## config.mk

```make
export PLATFORM = sky130hd
export DESIGN_NAME = sdl_ctrl
export DESIGN_NICKNAME = d
export VERILOG_FILES = /design/src/rtl/sdl_pkg.sv /design/src/rtl/sdl_sync.sv /design/src/rtl/sdl_shift.sv /design/src/rtl/sdl_regs.sv /design/src/rtl/sdl_ctrl.sv
export SDC_FILE = /design/constraint.sdc
export NUM_CORES = 1
export LEC_CHECK = 0
export ABC_CLOCK_PERIOD_IN_PS = 1700
export BUFFER_PORTS_ARGS = -buffer_cell sky130_fd_sc_hd__buf_2
export CAP_MARGIN = 15
export CORE_ASPECT_RATIO = 1.5
export CORE_MARGIN = 2
export CORE_UTILIZATION = 40
export DETAILED_ROUTE_END_ITERATION = 16
export GPL_TIMING_DRIVEN = 0
export PLACE_DENSITY = 0.62
export SLEW_MARGIN = 20
export SYNTH_ARGS = -nofsm -noshare
export SYNTH_HDL_FRONTEND = slang
export SYNTH_SLANG_ARGS = --single-unit
```

## constraint.sdc

```tcl
create_clock -name clk -period 1.7 [get_ports clk]
set_input_delay 0.085 -clock clk [delete_from_list [all_inputs] [get_ports clk]]
set_output_delay 0.085 -clock clk [all_outputs]
set_load 0.01 [all_outputs]
```

## src/rtl/sdl_pkg.sv

```systemverilog
package sdl_pkg;
   // select field values of a command word
   typedef enum logic [1:0] {
      SEL_TEST = 2'b00,
      SEL_CH0  = 2'b01,
      SEL_CH1  = 2'b10,
      SEL_CH2  = 2'b11
   } sel_e;

   localparam int unsigned WORD_W_DEF  = 8;
   localparam int unsigned DELAY_W_DEF = 5;
   localparam int unsigned SLICE_W_DEF = 4;
   localparam int unsigned SYNC_N_DEF  = 2;

   // index of each serial input inside the synchronizer vector
   localparam int unsigned IDX_DAT = 0;
   localparam int unsigned IDX_CLK = 1;
   localparam int unsigned IDX_EN  = 2;
endpackage

```

## src/rtl/sdl_sync.sv

```systemverilog
module sdl_sync #(
   parameter int unsigned N_SIG     = 3,
   parameter int unsigned STAGES    = 2,
   parameter logic [N_SIG-1:0] RST_VAL = '0
) (
   input  logic             clk,
   input  logic             rst_n,
   input  logic [N_SIG-1:0] async_i,
   output logic [N_SIG-1:0] sync_o,
   output logic [N_SIG-1:0] rise_o,
   output logic [N_SIG-1:0] fall_o
);
   generate
      if (STAGES < 2) begin : g_bad_stages
         $error("sdl_sync: STAGES must be at least 2");
      end
   endgenerate

   generate
      for (genvar s = 0; s < N_SIG; s++) begin : g_sig
         logic [STAGES-1:0] chain;
         logic              last_q;

         always_ff @(posedge clk or negedge rst_n) begin
            if (!rst_n) begin
               chain  <= {STAGES{RST_VAL[s]}};
               last_q <= RST_VAL[s];
            end else begin
               chain  <= {chain[STAGES-2:0], async_i[s]};
               last_q <= chain[STAGES-1];
            end
         end

         assign sync_o[s] = chain[STAGES-1];
         assign rise_o[s] = chain[STAGES-1] & ~last_q;
         assign fall_o[s] = ~chain[STAGES-1] & last_q;
      end
   endgenerate
endmodule

```

## src/rtl/sdl_shift.sv

```systemverilog
module sdl_shift #(
   parameter int unsigned WORD_W = 8
) (
   input  logic              clk,
   input  logic              rst_n,
   input  logic              en_active,
   input  logic              en_fall,
   input  logic              sclk_fall,
   input  logic              dat,
   output logic [WORD_W-1:0] word_o,
   output logic              word_stb_o,
   output logic [$clog2(WORD_W)-1:0] bit_cnt_o
);
   localparam int unsigned CNT_W = $clog2(WORD_W);
   localparam logic [CNT_W-1:0] LAST_BIT = CNT_W'(WORD_W - 1);

   generate
      if (WORD_W < 4) begin : g_bad_word
         $error("sdl_shift: WORD_W too small");
      end
   endgenerate

   logic [WORD_W-1:0] shreg_q;
   logic [CNT_W-1:0]  cnt_q;
   logic              take_bit;

   assign take_bit   = en_active & sclk_fall & ~en_fall;
   assign word_o     = {shreg_q[WORD_W-2:0], dat};
   assign word_stb_o = take_bit & (cnt_q == LAST_BIT);
   assign bit_cnt_o  = cnt_q;

   always_ff @(posedge clk or negedge rst_n) begin
      if (!rst_n) begin
         shreg_q <= '0;
         cnt_q   <= '0;
      end else if (en_fall) begin
         shreg_q <= '0;
         cnt_q   <= '0;
      end else if (take_bit) begin
         shreg_q <= word_o;
         cnt_q   <= (cnt_q == LAST_BIT) ? '0 : cnt_q + 1'b1;
      end
   end
endmodule

```

## src/rtl/sdl_regs.sv

```systemverilog
module sdl_regs #(
   parameter int unsigned WORD_W  = 8,
   parameter int unsigned DELAY_W = 5,
   parameter int unsigned SLICE_W = 4,
   parameter int unsigned NUM_CH  = 3
) (
   input  logic                             clk,
   input  logic                             rst_n,
   input  logic [WORD_W-1:0]                word_i,
   input  logic                             word_stb_i,
   input  logic                             en_rise_i,
   output logic [NUM_CH-1:0][DELAY_W-1:0]   dly_o,
   output logic [SLICE_W-1:0]               slice_o,
   output logic                             cal_start_o
);
   import sdl_pkg::*;

   localparam int unsigned SEL_W = WORD_W - 1 - DELAY_W;

   generate
      if (SEL_W != 2) begin : g_bad_sel
         $error("sdl_regs: select field must be 2 bits");
      end
      if (NUM_CH > 3) begin : g_bad_ch
         $error("sdl_regs: too many channels for the select field");
      end
      if (SLICE_W + 1 > DELAY_W) begin : g_bad_slice
         $error("sdl_regs: slice code does not fit the payload");
      end
   endgenerate

   logic             lead;
   logic [1:0]       sel;
   logic [DELAY_W-1:0] payload;
   logic             accept;
   logic             wr_now;
   logic             pend_q;

   assign lead    = word_i[WORD_W-1];
   assign sel     = word_i[WORD_W-2 -: 2];
   assign payload = word_i[DELAY_W-1:0];
   assign accept  = word_stb_i & ~lead;
   assign wr_now  = accept & ((sel == SEL_TEST) | (int'(sel) <= NUM_CH));

   generate
      for (genvar c = 0; c < NUM_CH; c++) begin : g_ch
         always_ff @(posedge clk or negedge rst_n) begin
            if (!rst_n)
               dly_o[c] <= '0;
            else if (accept && int'(sel) == c + 1)
               dly_o[c] <= payload;
         end
      end
   endgenerate

   always_ff @(posedge clk or negedge rst_n) begin
      if (!rst_n)
         slice_o <= '0;
      else if (accept && sel == SEL_TEST)
         slice_o <= payload[SLICE_W:1];
   end

   always_ff @(posedge clk or negedge rst_n) begin
      if (!rst_n) begin
         pend_q      <= 1'b0;
         cal_start_o <= 1'b0;
      end else begin
         cal_start_o <= en_rise_i & (pend_q | wr_now);
         if (en_rise_i)
            pend_q <= 1'b0;
         else if (wr_now)
            pend_q <= 1'b1;
      end
   end
endmodule

```

## src/rtl/sdl_ctrl.sv

```systemverilog
module sdl_ctrl #(
   parameter int unsigned SYNC_N  = sdl_pkg::SYNC_N_DEF,
   parameter int unsigned WORD_W  = sdl_pkg::WORD_W_DEF,
   parameter int unsigned DELAY_W = sdl_pkg::DELAY_W_DEF,
   parameter int unsigned SLICE_W = sdl_pkg::SLICE_W_DEF
) (
   input  logic               clk,
   input  logic               rst_n,
   input  logic               ser_clk_i,
   input  logic               ser_dat_i,
   input  logic               ser_en_n_i,
   output logic [DELAY_W-1:0] dly_r_o,
   output logic [DELAY_W-1:0] dly_g_o,
   output logic [DELAY_W-1:0] dly_b_o,
   output logic [SLICE_W-1:0] slice_o,
   output logic               cal_start_o
);
   import sdl_pkg::*;

   localparam int unsigned NUM_CH = 3;
   localparam int unsigned CNT_W  = $clog2(WORD_W);
   // idle levels: enable high, clock high, data low
   localparam logic [2:0] SYNC_RST = 3'b110;

   logic [2:0] raw_in, s_lvl, s_rise, s_fall;
   logic       en_sync, en_fall, en_rise, sclk_fall, dat_sync;
   logic [WORD_W-1:0] word;
   logic       word_stb;
   logic [CNT_W-1:0] bit_cnt;
   logic [NUM_CH-1:0][DELAY_W-1:0] dly;

   assign raw_in[IDX_DAT] = ser_dat_i;
   assign raw_in[IDX_CLK] = ser_clk_i;
   assign raw_in[IDX_EN]  = ser_en_n_i;

   sdl_sync #(.N_SIG(3), .STAGES(SYNC_N), .RST_VAL(SYNC_RST)) u_sync (
      .clk    (clk),
      .rst_n  (rst_n),
      .async_i(raw_in),
      .sync_o (s_lvl),
      .rise_o (s_rise),
      .fall_o (s_fall)
   );

   assign en_sync   = s_lvl[IDX_EN];
   assign en_fall   = s_fall[IDX_EN];
   assign en_rise   = s_rise[IDX_EN];
   assign sclk_fall = s_fall[IDX_CLK];
   assign dat_sync  = s_lvl[IDX_DAT];

   sdl_shift #(.WORD_W(WORD_W)) u_shift (
      .clk       (clk),
      .rst_n     (rst_n),
      .en_active (~en_sync),
      .en_fall   (en_fall),
      .sclk_fall (sclk_fall),
      .dat       (dat_sync),
      .word_o    (word),
      .word_stb_o(word_stb),
      .bit_cnt_o (bit_cnt)
   );

   sdl_regs #(.WORD_W(WORD_W), .DELAY_W(DELAY_W), .SLICE_W(SLICE_W), .NUM_CH(NUM_CH)) u_regs (
      .clk        (clk),
      .rst_n      (rst_n),
      .word_i     (word),
      .word_stb_i (word_stb),
      .en_rise_i  (en_rise),
      .dly_o      (dly),
      .slice_o    (slice_o),
      .cal_start_o(cal_start_o)
   );

   assign dly_r_o = dly[0];
   assign dly_g_o = dly[1];
   assign dly_b_o = dly[2];
endmodule

```

==> results.toml, run 1 <==
[floorplan]
rows = 26
die_x_um = 52.8
num_io_pins = 25
start_util = 0.419
coreArea_um2 = 3420
dieHeight_um = 77.3
die-area_um2 = 4080

[yosys]
syn_area_um2 = 1430
yosys_warnings = 0
yosysSeqAreaShare = 0.687
syn_inst = 88
synth_nets = 95
synth_seq_cells = 39
yosys.cell_types.count = 19
avgSynthCellArea_um2 = 16.3

[clock_tree]
h-tree-depth = 2
clock_latency_ns = 0.29
cts_buffer_depth = 2
cts_tree = "built"
cts_sinks = 39
root_buffer = "clkbuf_8"
numCtsBuffers = 5
path_clk_slew_ns = 0.07

[pwr]
vdd_drop_max_mv = 0.948
power_density_nw_per_um2 = 983
total_power_mw = 1.79
p_leak_nw = 0.962

[detailed_routing]
drcViolationCount = 0
drt_iter0_markers = 6
detail-route-antenna-nets = 0
firstDrtPassIters = 3
avgRoutedWirePerCell_um = 15.3
vias = 857
routed_wl_um = 2610
vias_per_cell = 5.04

[final_layout]
post-route-util = 0.533
nNetsFinal = 134
syn_to_final_growth_pct = 27.2
layout-drive-gt1-share = 0.492
stdcell_area_um2 = 1820
stdcell_count = 170
diodes = 0

[timing]
slew_viol_final = 0
worst_slew_pin_slew_ns = 0.842
finalSetupViolations = 0
tns_ns = 0
finalHoldViolations = 0
fin_skew_ns = 0.00560
rsz0062_at_grt = "yes"
maxSlewHeadroom = 0.439
hold_slack_ns = 0.361
layout_setup_ws_ns = 0.0311
timing.fmax_ghz = 0.599
finalCritPeriodShare = 0.982
min_period_ns = 1.67

[run_status]
outcome = "completed"

[place]
detailed_place.area_um2 = 1600
portBuffers = 24
dpl.cell_count = 154
gp_congestion = 0.687
pre_cts_ws_ns = -0.0504
hpwl_um = 1770

[critical_path]
reg2regPathDepth = 4
r2r_setup_slack_ns = 0.03
slowest_stage = "dfstp_2"
critPathRequiredTime_ns = 1.87
critPathMaxStageDelay_ns = 0.53
critPathMaxFanout = 5
crit_arrival_ns = 1.84
r2r_start = "u_sync.g_sig[1].last_q"
cp_cell_sequence = "nor4b_4 -> and4_1 -> buf_6 -> mux2_4"
cp-end-kind = "flop"
rr_endpoint = "u_regs.dly_o[13]"
cp-start-kind = "flop"
critical_path_class = "flop to flop"

[min_path]
hold_class = "flop to flop"
hold_depth = 0
holdPathEnd = "u_sync.g_sig[1].chain[1]"
min_from = "u_sync.g_sig[1].chain[0]"

[global_route]
antenna_found_initial = 0
grt_pass1_wl_um = 4330
grt_usage = 0.148
grt_max_degree = 40
first_global_vias = 933
grt.overflow.total = 0

[job]
drv_cap = 0
[flip-flops by register name, indices dropped and copies added (netlist names)]
| register | count |
|---|---|
| u_shift.bit_cnt_o | 3 |
| u_shift.shreg_q | 7 |
| u_regs.slice_o | 4 |
| u_sync.g_sig.chain | 6 |
| u_regs.pend_q | 1 |
| u_sync.g_sig.last_q | 2 |
| u_regs.dly_o | 15 |
| u_regs.cal_start_o | 1 |
[cell usage after synthesis]
| cell type | count | area share |
|---|---|---|
| dfrtp_1 | 33 | 0.58 |
| mux2_2 | 19 | 0.15 |
| a22o_1 | 10 | 0.061 |
| dfstp_2 | 6 | 0.11 |
| clkbuf_1 | 2 | 0.0052 |
| ha_1 | 2 | 0.017 |
| inv_1 | 2 | 0.0052 |
| nand4b_1 | 2 | 0.012 |
| nor2_1 | 2 | 0.0052 |
| a21o_1 | 1 | 0.0052 |
| a21oi_1 | 1 | 0.0035 |
| a31oi_1 | 1 | 0.0044 |
| and3_1 | 1 | 0.0044 |
| and4_1 | 1 | 0.0061 |
| buf_2 | 1 | 0.0035 |
| nand2b_1 | 1 | 0.0044 |
| nand4_1 | 1 | 0.0044 |
| nor2b_1 | 1 | 0.0044 |
| nor4b_4 | 1 | 0.017 |
[layer usage]
metal / vias to the layer above / global-route usage / part of all wire / wire (um)
met5: - / 0 / 0 / 0
met4: 0 / 0.0692 / 0.022 / 57
met3: 6 / 0.0350 / 0.032 / 84
li1: 395 / - / - / -
met2: 16 / 0.249 / 0.56 / 1460
met1: 440 / 0.170 / 0.39 / 1010
[placed cells by master, fill, tap and decap left out, types with 2 or more instances in the layout]
master         netlist  layout
a22o_1              10      10
buf_2                1      24
buf_4                0       3
buf_6                0       2
clkbuf_1             2       2
clkbuf_8             0       6
dfrtp_1             33      33
dfstp_2              6       6
dlygate4sd3_1        0       4
ha_1                 2       2
inv_1                2       2
mux2_2              19      14
mux2_4               0       5
nand4b_1             2       2
nor2_1               2       2
[power breakdown]
| part | internal [mW] | leakage (nW) | switching, mW |
|---|---|---|---|
| registers | 0.949 | 0.518 | 0.0147 |
| clock network | 0.474 | 0.0612 | 0.299 |
| logic | 0.0214 | 0.382 | 0.0309 |
[worst max path at each step]
stage | from | slack [ns] | to
5_1_grt | u_sync.g_sig[1].last_q | -0.07 | u_regs.slice_o[2]
4_1_cts | u_sync.g_sig[1].last_q | -0.01 | u_regs.slice_o[3]
3_5_place_dp | u_sync.g_sig[1].last_q | -0.05 | u_regs.dly_o[1]
3_3_place_gp | u_sync.g_sig[1].last_q | -0.0003 | u_regs.dly_o[8]
2_1_floorplan | u_sync.g_sig[1].last_q | 0.12 | u_regs.dly_o[10]
6_report | u_sync.g_sig[1].last_q | 0.03 | u_regs.dly_o[13]
[worst max-delay path, delay by kind of cell, from the launching register on]
kind | cells | cell delay, ns
multiplexers | 1 | 0.30
AND/OR/NAND/NOR | 2 | 0.57
flip-flops | 1 | 0.53
buffers and inverters | 1 | 0.15
[what timing repair did]
action | in CTS | in global routing
endpoints found under the setup margin | 15 | 9
endpoints found under the hold margin | 36 | 0
resized for setup | 7 | 1
hold buffers | 4 | 0
buffers inserted | 3 | 1
pin swaps | 3 | 0
[cell type report]
type                            instances  area, um^2
Multi-Input combinational cell         44         447
Inverter                                2        7.51
Sequential cell                        39         983
Clock inverter                          2        35.0
Timing Repair Buffer                   32         194
Buffer                                  3        18.8
Fill cell                             295        1600
Clock buffer                            6        82.6
Tap cell                               42        52.6
[kinds of logic (layout without fill, tap and decap cells)]
kind of cell             count (synthesis)  after routing  synth area share
AO/OA/AOI/OAI                           13             13            0.0743
adder cells (fa/ha/maj)                  2              2            0.0175
buffers and inverters                    5             45            0.0140
flip-flops                              39             39             0.687
multiplexers                            19             19             0.149
AND/OR/NAND/NOR                         10             10            0.0577
Note: power is estimated with default switching activity, not from simulation.
==> run 2: changes to the inputs <==
--- a/config.mk
+++ b/config.mk
@@ -8,7 +8,6 @@
 export ABC_CLOCK_PERIOD_IN_PS = 1700
 export BUFFER_PORTS_ARGS = -buffer_cell sky130_fd_sc_hd__buf_2
 export CAP_MARGIN = 15
-export CORE_ASPECT_RATIO = 1.5
 export CORE_MARGIN = 2
 export CORE_UTILIZATION = 40
 export DETAILED_ROUTE_END_ITERATION = 16
==> results.toml, run 2 (same netlist as run 1, synthesis figures left out) <==
[run_status]
outcome = "completed"

[timing]
finalCritPeriodShare = 0.963
min_period_ns = 1.64
layout_setup_ws_ns = 0.0631
rsz0062_at_grt = "no"
slew_viol_final = 0
fin_skew_ns = 0.00975
finalHoldViolations = 0
worst_slew_pin_slew_ns = 0.818
finalSetupViolations = 0
timing.fmax_ghz = 0.611
maxSlewHeadroom = 0.455

[global_route]
grt_usage = 0.146
grt_pass1_wl_um = 4330
first_global_vias = 858
grt.overflow.total = 0
antenna_found_initial = 0
grt_max_degree = 40

[final_layout]
post-route-util = 0.520
diodes = 0
largestRegisters = "u_regs.dly_o: 15 flops, u_shift.shreg_q: 7 flops, u_sync.g_sig.chain: 6 flops"
nNetsFinal = 134
layout_common_cells = "dfrtp_1, buf_2, mux2_2"
nFillCells = 292
syn_to_final_growth_pct = 23.1
layout-drive-gt1-share = 0.500
largest_register_ffs = 15
final_common_cell = "dfrtp_1"
top_register = "u_regs.dly_o"

[min_path]
hold_class = "input pin to async pin"

[clock_tree]
cts_tree = "built"
cts_buffer_depth = 2
h-tree-depth = 2
root_buffer = "clkbuf_4"
numCtsBuffers = 5
path_clk_slew_ns = 0.11
cts_sinks = 39
clock_latency_ns = 0.35

[critical_path]
cp-start-kind = "flop"
slowest_stage = "dfstp_2"
critPathRequiredTime_ns = 1.93
critPathMaxFanout = 5
r2r_start = "u_sync.g_sig[1].last_q"
startpoint = "u_sync.g_sig[1].last_q"
cp-end-kind = "flop"
crit_arrival_ns = 1.87
critPathMaxStageDelay_ns = 0.54
critical_path_class = "flop to flop"
cp_cell_sequence = "nor4b_4 -> and4_1 -> buf_6 -> mux2_4"

[floorplan]
rows = 21
coreArea_um2 = 3390
die-area_um2 = 4070
start_util = 0.422
dieHeight_um = 63.8
num_io_pins = 25
die_x_um = 63.8

[detailed_routing]
vias = 850
avgRoutedWirePerCell_um = 14.6
drt_iter0_markers = 23
firstDrtPassIters = 4
detail-route-antenna-nets = 0
routed_wl_um = 2540
vias_per_cell = 4.89
drcViolationCount = 0

[pwr]
power_density_nw_per_um2 = 837
vdd_drop_max_mv = 0.476
p_leak_nw = 0.927

[place]
hpwl_um = 1660
pre_cts_ws_ns = -0.0506
portBuffers = 24
gp_congestion = 0.711

[job]
drv_cap = 0
run 2: worst max-delay path: cells and delay by family, from the launching register on:
kind / cells / cell delay, ns
buffers and inverters: 1 / 0.15
flip-flops: 1 / 0.54
multiplexers: 1 / 0.30
AND/OR/NAND/NOR: 2 / 0.53
run 2: stage by stage:
step	instance area (um^2)	hold slack, ns	TNS [ns]	power (mW)	instances
after floorplan	1430	-0.211	0	0.995	88
after global placement	1610	0.191	0	1.02	158
after detailed placement	1610	0.193	-0.370	1.03	158
after CTS	1740	0.354	0	1.49	172
after global routing	1760	0.349	0	1.55	174
final	1760	0.352	0	1.47	174
run 2: final cells by class:
cell class                 instances  area (um^2)  share of cell area
buffer                             3         20.0              0.0114
clock buffer                       6         41.3              0.0234
clock inverter                     2         12.5             0.00710
inverter                           2         7.51             0.00426
multi-input combinational         44          449               0.255
sequential                        39          983               0.558
tap                               46         57.6              0.0327
timing repair buffer              32          190               0.108
run 2: routing by layer:
layer / vias to the layer above / global-route usage / routed length, um
li1: 399 / - / -
met1: 424 / 0.198 / 1250
met2: 19 / 0.204 / 1140
met3: 8 / 0.0475 / 100
met4: 0 / 0.0815 / 59
met5: - / 0 / 0
run 2: power by group:
group          internal, mW  total [mW]  switching (mW)
registers             0.949       0.963          0.0145
clock network         0.160       0.459           0.299
logic                0.0222      0.0523          0.0301
total                  1.13        1.47           0.344
run 2: final timing paths:
path	slack (ns)	cells after the start	endpoint
worst max-delay path	0.06	4	u_regs.dly_o[14]
worst min-delay path	0.35	2	u_regs.dly_o[5]
worst max register to register	0.06	4	u_regs.dly_o[14]
worst min register to register	0.36	0	u_sync.g_sig[2].chain[1]
max in group asynchronous	0.83	2	u_regs.dly_o[14]
min in group clk	0.36	0	u_sync.g_sig[2].chain[1]
run 2: timing repair:
| action | in CTS | in global routing |
|---|---|---|
| pin swaps | 3 | 1 |
| endpoints found under the hold margin | 36 | 0 |
| setup endpoints to repair | 15 | 11 |
| hold buffers | 4 | 0 |
| resized for setup | 7 | 3 |
| setup buffers | 2 | 2 |
